<file path="config.mk">
export PLATFORM = sky130hd
export DESIGN_NAME = uart_rx_filter
export DESIGN_NICKNAME = d
export VERILOG_FILES = /design/src/rtl/uart_rx_filter.sv
export SDC_FILE = /design/constraint.sdc
export NUM_CORES = 1
export LEC_CHECK = 0
export ABC_AREA = 0
export BUFFER_PORTS_ARGS = -buffer_cell sky130_fd_sc_hd__buf_2
export CAP_MARGIN = 20
export CORE_UTILIZATION = 40
export DETAILED_ROUTE_END_ITERATION = 10
export PLACE_DENSITY_LB_ADDON = 0.12
export SETUP_SLACK_MARGIN = 0.15
export SYNTH_ARGS = -nofsm -noshare
export SYNTH_HDL_FRONTEND = slang
export SYNTH_SLANG_ARGS = --single-unit
</file>
<file path="constraint.sdc">
create_clock -name clk -period 3.8 [get_ports clk]
set_input_delay 0.57 -clock clk [delete_from_list [all_inputs] [get_ports clk]]
set_output_delay 0.57 -clock clk [all_outputs]
set_load 0.01 [all_outputs]
</file>
<file path="src/rtl/uart_rx_filter.sv">
module uart_rx_filter #(
  parameter int DEPTH = 8,
  parameter int OSR   = 16
) (
  input  logic       clk,
  input  logic       rst_n,
  input  logic       baud_tick,
  input  logic       rxd,
  input  logic       tx_loop,
  input  logic [1:0] cfg_char_len,
  input  logic       cfg_par_en,
  input  logic       cfg_par_odd,
  input  logic       cfg_rx_inv,
  input  logic       cfg_drop_bad,
  input  logic       cfg_loopback,
  input  logic       fifo_clr,
  input  logic       rd_en,
  output logic [7:0] rd_data,
  output logic       fifo_empty,
  output logic       fifo_full,
  output logic       par_err_pulse,
  output logic       frm_err_pulse,
  output logic       ovf_pulse
);
  localparam int AW = (DEPTH > 1) ? $clog2(DEPTH) : 1;
  localparam int CW = $clog2(OSR);
  localparam logic [CW-1:0] FULL_BIT = CW'(OSR - 1);
  localparam logic [CW-1:0] HALF_BIT = CW'(OSR / 2 - 1);

  typedef enum logic [2:0] {S_IDLE, S_START, S_DATA, S_PAR, S_STOP, S_BRK} st_t;

  st_t           st;
  logic [1:0]    sync;
  logic [CW-1:0] cnt;
  logic [2:0]    bitn;
  logic [7:0]    sh;
  logic          pbit;
  logic          line, mid, done, ferr, perr, keep, wr, rd;
  logic [7:0]    char_w;
  logic [7:0]    mem [DEPTH];
  logic [AW-1:0] wp, rp;
  logic [AW:0]   used;

  assign line   = sync[1];
  assign mid    = baud_tick && cnt == FULL_BIT;
  assign done   = st == S_STOP && mid;
  assign char_w = sh >> (2'd3 - cfg_char_len);
  assign ferr   = done && !line;
  assign perr   = done && cfg_par_en && ((^char_w ^ pbit) != cfg_par_odd);
  assign keep   = done && !(cfg_drop_bad && (ferr || perr));
  assign wr     = keep && !fifo_full;
  assign rd     = rd_en && !fifo_empty;

  assign fifo_empty = used == '0;
  assign fifo_full  = used == (AW+1)'(DEPTH);
  assign rd_data    = mem[rp];

  always_ff @(posedge clk or negedge rst_n)
    if (!rst_n) sync <= 2'b11;
    else        sync <= {sync[0], (cfg_loopback ? tx_loop : rxd) ^ cfg_rx_inv};

  always_ff @(posedge clk or negedge rst_n) begin
    if (!rst_n) begin
      st   <= S_IDLE;
      cnt  <= '0;
      bitn <= '0;
      sh   <= '0;
      pbit <= 1'b0;
    end else if (baud_tick) begin
      cnt <= (cnt == FULL_BIT) ? '0 : cnt + 1'b1;
      case (st)
        S_IDLE: begin
          cnt <= '0;
          if (!line) st <= S_START;
        end
        S_START:
          if (cnt == HALF_BIT) begin
            cnt  <= '0;
            bitn <= '0;
            st   <= line ? S_IDLE : S_DATA;
          end
        S_DATA:
          if (mid) begin
            sh   <= {line, sh[7:1]};
            bitn <= bitn + 1'b1;
            if (bitn == {1'b0, cfg_char_len} + 3'd4)
              st <= cfg_par_en ? S_PAR : S_STOP;
          end
        S_PAR:
          if (mid) begin
            pbit <= line;
            st   <= S_STOP;
          end
        S_STOP:
          if (mid) st <= line ? S_IDLE : S_BRK;
        default: begin
          cnt <= '0;
          if (line) st <= S_IDLE;
        end
      endcase
    end
  end

  always_ff @(posedge clk or negedge rst_n)
    if (!rst_n) begin
      par_err_pulse <= 1'b0;
      frm_err_pulse <= 1'b0;
      ovf_pulse     <= 1'b0;
    end else begin
      par_err_pulse <= perr;
      frm_err_pulse <= ferr;
      ovf_pulse     <= keep && fifo_full;
    end

  always_ff @(posedge clk)
    if (wr) mem[wp] <= char_w;

  always_ff @(posedge clk or negedge rst_n)
    if (!rst_n) begin
      wp   <= '0;
      rp   <= '0;
      used <= '0;
    end else if (fifo_clr) begin
      wp   <= '0;
      rp   <= '0;
      used <= '0;
    end else begin
      if (wr) wp <= (wp == AW'(DEPTH - 1)) ? '0 : wp + 1'b1;
      if (rd) rp <= (rp == AW'(DEPTH - 1)) ? '0 : rp + 1'b1;
      used <= used + (AW+1)'(wr) - (AW+1)'(rd);
    end
endmodule

</file>
==> impl_metrics.py <==
metrics = {
    "status": {
        "outcome": "finished, final reports clean",
    },
    "power_and_ir_drop": {
        "p_leak_nw": 2.06,
        "vdd_drop_max_mv": 0.258,
        "power_w": 0.00280,
        "power.density_mw_per_mm2": 537,
    },
    "critical_path": {
        "r2r_end": "used[2]",
        "crit_path_end_kind": "flop",
        "critical_path.most_common_cell": "xnor2_1",
        "worstPathRequired_ps": 4030,
        "r2r_cells": 10,
        "regToRegStartpoint": "sh[5]",
        "arrival_ps": 3440,
        "cp_max_fo": 14,
        "crit_chain": "buf_2 > mux4_2 > xor2_1 > xnor2_1 > xnor3_2 > o21ai_2 > inv_2 > ha_1 > fa_1 > xnor2_1 > nor2_1",
        "cp-start-kind": "input port",
        "crit_type": "input port to flop",
        "slowest_stage": "mux4_2",
        "cpPeakStageDelay_ps": 650,
        "regToRegSetupSlack_ps": 690,
    },
    "clock_tree": {
        "insertion_delay_ps": 340,
        "cts_setup_buffers": 0,
        "root_buffer": "clkbuf_16",
        "clock-sinks": 98,
        "clkSlewWorstSetupHoldPaths_ps": 70,
        "cts_tree": "yes",
        "ctsHoldBuffers": 0,
        "cts_max_level": 3,
        "cts_resized": 0,
        "cts_buffer_depth": 2,
        "cts_buffers": 9,
    },
    "logic_synthesis": {
        "syn-cell-area_mm2": 0.00457,
        "synth_area_per_cell_um2": 14.6,
        "synth_edf_count": 64,
        "ys.flop_type": "edfxtp_1",
        "ys_types": 51,
        "yosysWarnings": 0,
        "netlist_instances": 312,
        "synth_fp_nets": 339,
        "ys_ff_latch": 98,
        "synth-async-reset-ratio_pct": 34.7,
        "yosysSeqAreaShare_pct": 60.7,
    },
    "global_route": {
        "grtUsageTotal_pct": 16.0,
        "grt_overflow": 0,
        "grt_pass1_vias": 2578,
        "grt_max_degree": 35,
        "antenna_found_initial": 0,
        "use_met2_pct": 26.4,
        "met3_usage_pct": 3.59,
        "grt_pass1_wl_um": 13600,
        "grt.busiest_layer": "met2",
        "use_met1_pct": 20.5,
    },
    "floorplanning": {
        "core_mm2": 0.0110,
        "boundaryPins": 27,
        "fp.dieW_um": 109,
        "dieHeight_um": 109,
        "fp-row-count": 38,
        "die-area_mm2": 0.0119,
        "start_util_pct": 41.6,
    },
    "timing": {
        "fin_crit_ps": 3210,
        "finalCritPeriodShare_pct": 84.5,
        "slew_violations": 0,
        "finalHoldViolCount": 0,
        "finalWorstSetupSlack_ps": 589,
        "worstMarginPinSlew_ps": 794,
        "finalSetupViolCount": 0,
        "slew_headroom_pct": 47.1,
        "max_freq_mhz": 311,
        "clock-skew-final_ps": 6.99,
        "rsz0062_at_grt": "no",
        "fin_tns_setup_ps": 0,
    },
    "final_layout": {
        "drive_above_1_share_pct": 27.4,
        "insertedDiodeCount": 0,
        "fin_nets": 372,
        "areaGrowthSynthToFinish_pct": 14.2,
        "fin_cells": 490,
    },
    "drt": {
        "wire_per_inst_um": 17.0,
        "drc": 0,
        "avgViaCountPerCell": 5.19,
        "firstDrtPassIters": 4,
        "vias": 2542,
        "wl_um": 8330,
        "ant_nets": 0,
        "drt_iter0_markers": 118,
    },
    "place": {
        "gp_congestion": 0.701,
        "dp_slack_ps": 171,
        "dp.cells": 474,
        "dp_hpwl_um": 5760,
        "io_buffers": 26,
    },
    "flow_run": {
        "drv_cap": 0,
    },
    "hold_path": {
        "min_path_type": "input port to async pin",
    },
}
synth_stat cells (all sizes together) (4+ instances only):
cell type  number  area [µm²]
mux4           20         450
edfxtp         64        1920
mux2i           7        70.1
inv            17        63.8
xnor2          10        95.1
nand3           4        20.0
ha             12         150
and2            4        25.0
nand2b          5        31.3
o21ai          10        53.8
nor2           14        52.6
nor3            9        45.0
clkbuf         10        37.5
dfrtp          32         801
mux2           17         191
o31ai           4        30.0
a21oi          10        50.1
nor4b           4        41.3
buf             6        41.3
a21o            5        37.5
nand2          15        56.3
worst max-delay path by stage:
stage / end / startpoint / slack (ps)
3_5_place_dp: used[2] / cfg_char_len[0] / 170
5_1_grt: used[2] / cfg_char_len[0] / 380
2_1_floorplan: mem[2][0] / cfg_char_len[0] / 270
4_1_cts: used[2] / cfg_char_len[0] / 530
6_report: used[2] / cfg_char_len[0] / 590
3_3_place_gp: used[2] / cfg_char_len[0] / 240
layer usage:
metal  share of wire (%)  vias to the layer above
met3                 2.5                       12
li1                    -                     1235
met4                 1.5                        0
met2                  49                       26
met1                  47                     1269
met5                   0                        -
metrics by stage:
stage	area, µm²	util [%]	hold slack, ps
2_1_floorplan	4570	-	274
3_5_place_dp	4920	44.8	347
4_1_cts	5220	47.5	344
5_1_grt	5220	47.5	360
3_3_place_gp	4920	44.8	346
6_report	5220	47.5	312
cell families (layout without fill, tap and decap cells):
| kind of cell | after synthesis | in the layout | share of synthesized area (%) |
|---|---|---|---|
| flops | 98 | 98 | 60.7 |
| simple gates | 71 | 71 | 8.32 |
| mux | 44 | 44 | 15.6 |
| xor+xnor | 14 | 14 | 3.18 |
| fa+ha+maj | 13 | 13 | 3.72 |
| buf+inv | 33 | 71 | 3.12 |
| compound gates | 39 | 39 | 5.37 |
where the power goes:
part | switching [W] | internal, W | total (W)
clock | 0.000407 | 0.000520 | 0.000927
combinational | 0.000299 | 0.000291 | 0.000590
sequential | 0.0000947 | 0.00119 | 0.00129
total | 0.000801 | 0.00200 | 0.00280
cell usage in the layout, fill, tap and decap left out, drive strengths merged, types with 2 or more instances in the layout:
cell      synthesis  final
edfxtp           64     64
buf               6     38
dfrtp            32     32
mux4             20     20
inv              17     20
mux2             17     17
nand2            15     15
nor2             14     14
ha               12     12
a21oi            10     10
xnor2            10     10
clkbuf           10     10
o21ai            10     10
nor3              9      9
mux2i             7      7
nand2b            5      5
a21o              5      5
and2              4      4
o31ai             4      4
nor4b             4      4
nand3             4      4
nor2b             3      3
xor2              3      3
a31oi             3      3
and3              2      2
nand4             2      2
nor4              2      2
nor3b             2      2
clkinvlp          0      2
dfstp             2      2
sequential cells by signal, summed over array words and instances, names as in the netlist:
signal	flops
ovf_pulse	1
par_err_pulse	1
frm_err_pulse	1
rp	3
mem	64
pbit	1
wp	3
sync	2
used	4
sh	8
st	3
bitn	3
cnt	4
critical path: cells and delay by family:
kind	cells	cell delay (ps)
xor+xnor	4	1030
compound gates	1	230
fa+ha+maj	2	580
simple gates	1	50
mux	1	650
buf+inv	2	300
final cells by class:
class	instances	area, µm²
Multi-Input combinational cell	181	1680
Clock inverter	6	73.8
Tap cell	140	175
Timing Repair Buffer	38	220
Inverter	17	63.8
Sequential cell	98	2780
Clock buffer	10	229
Fill cell	951	5760
(Power assumes the default switching activity.)
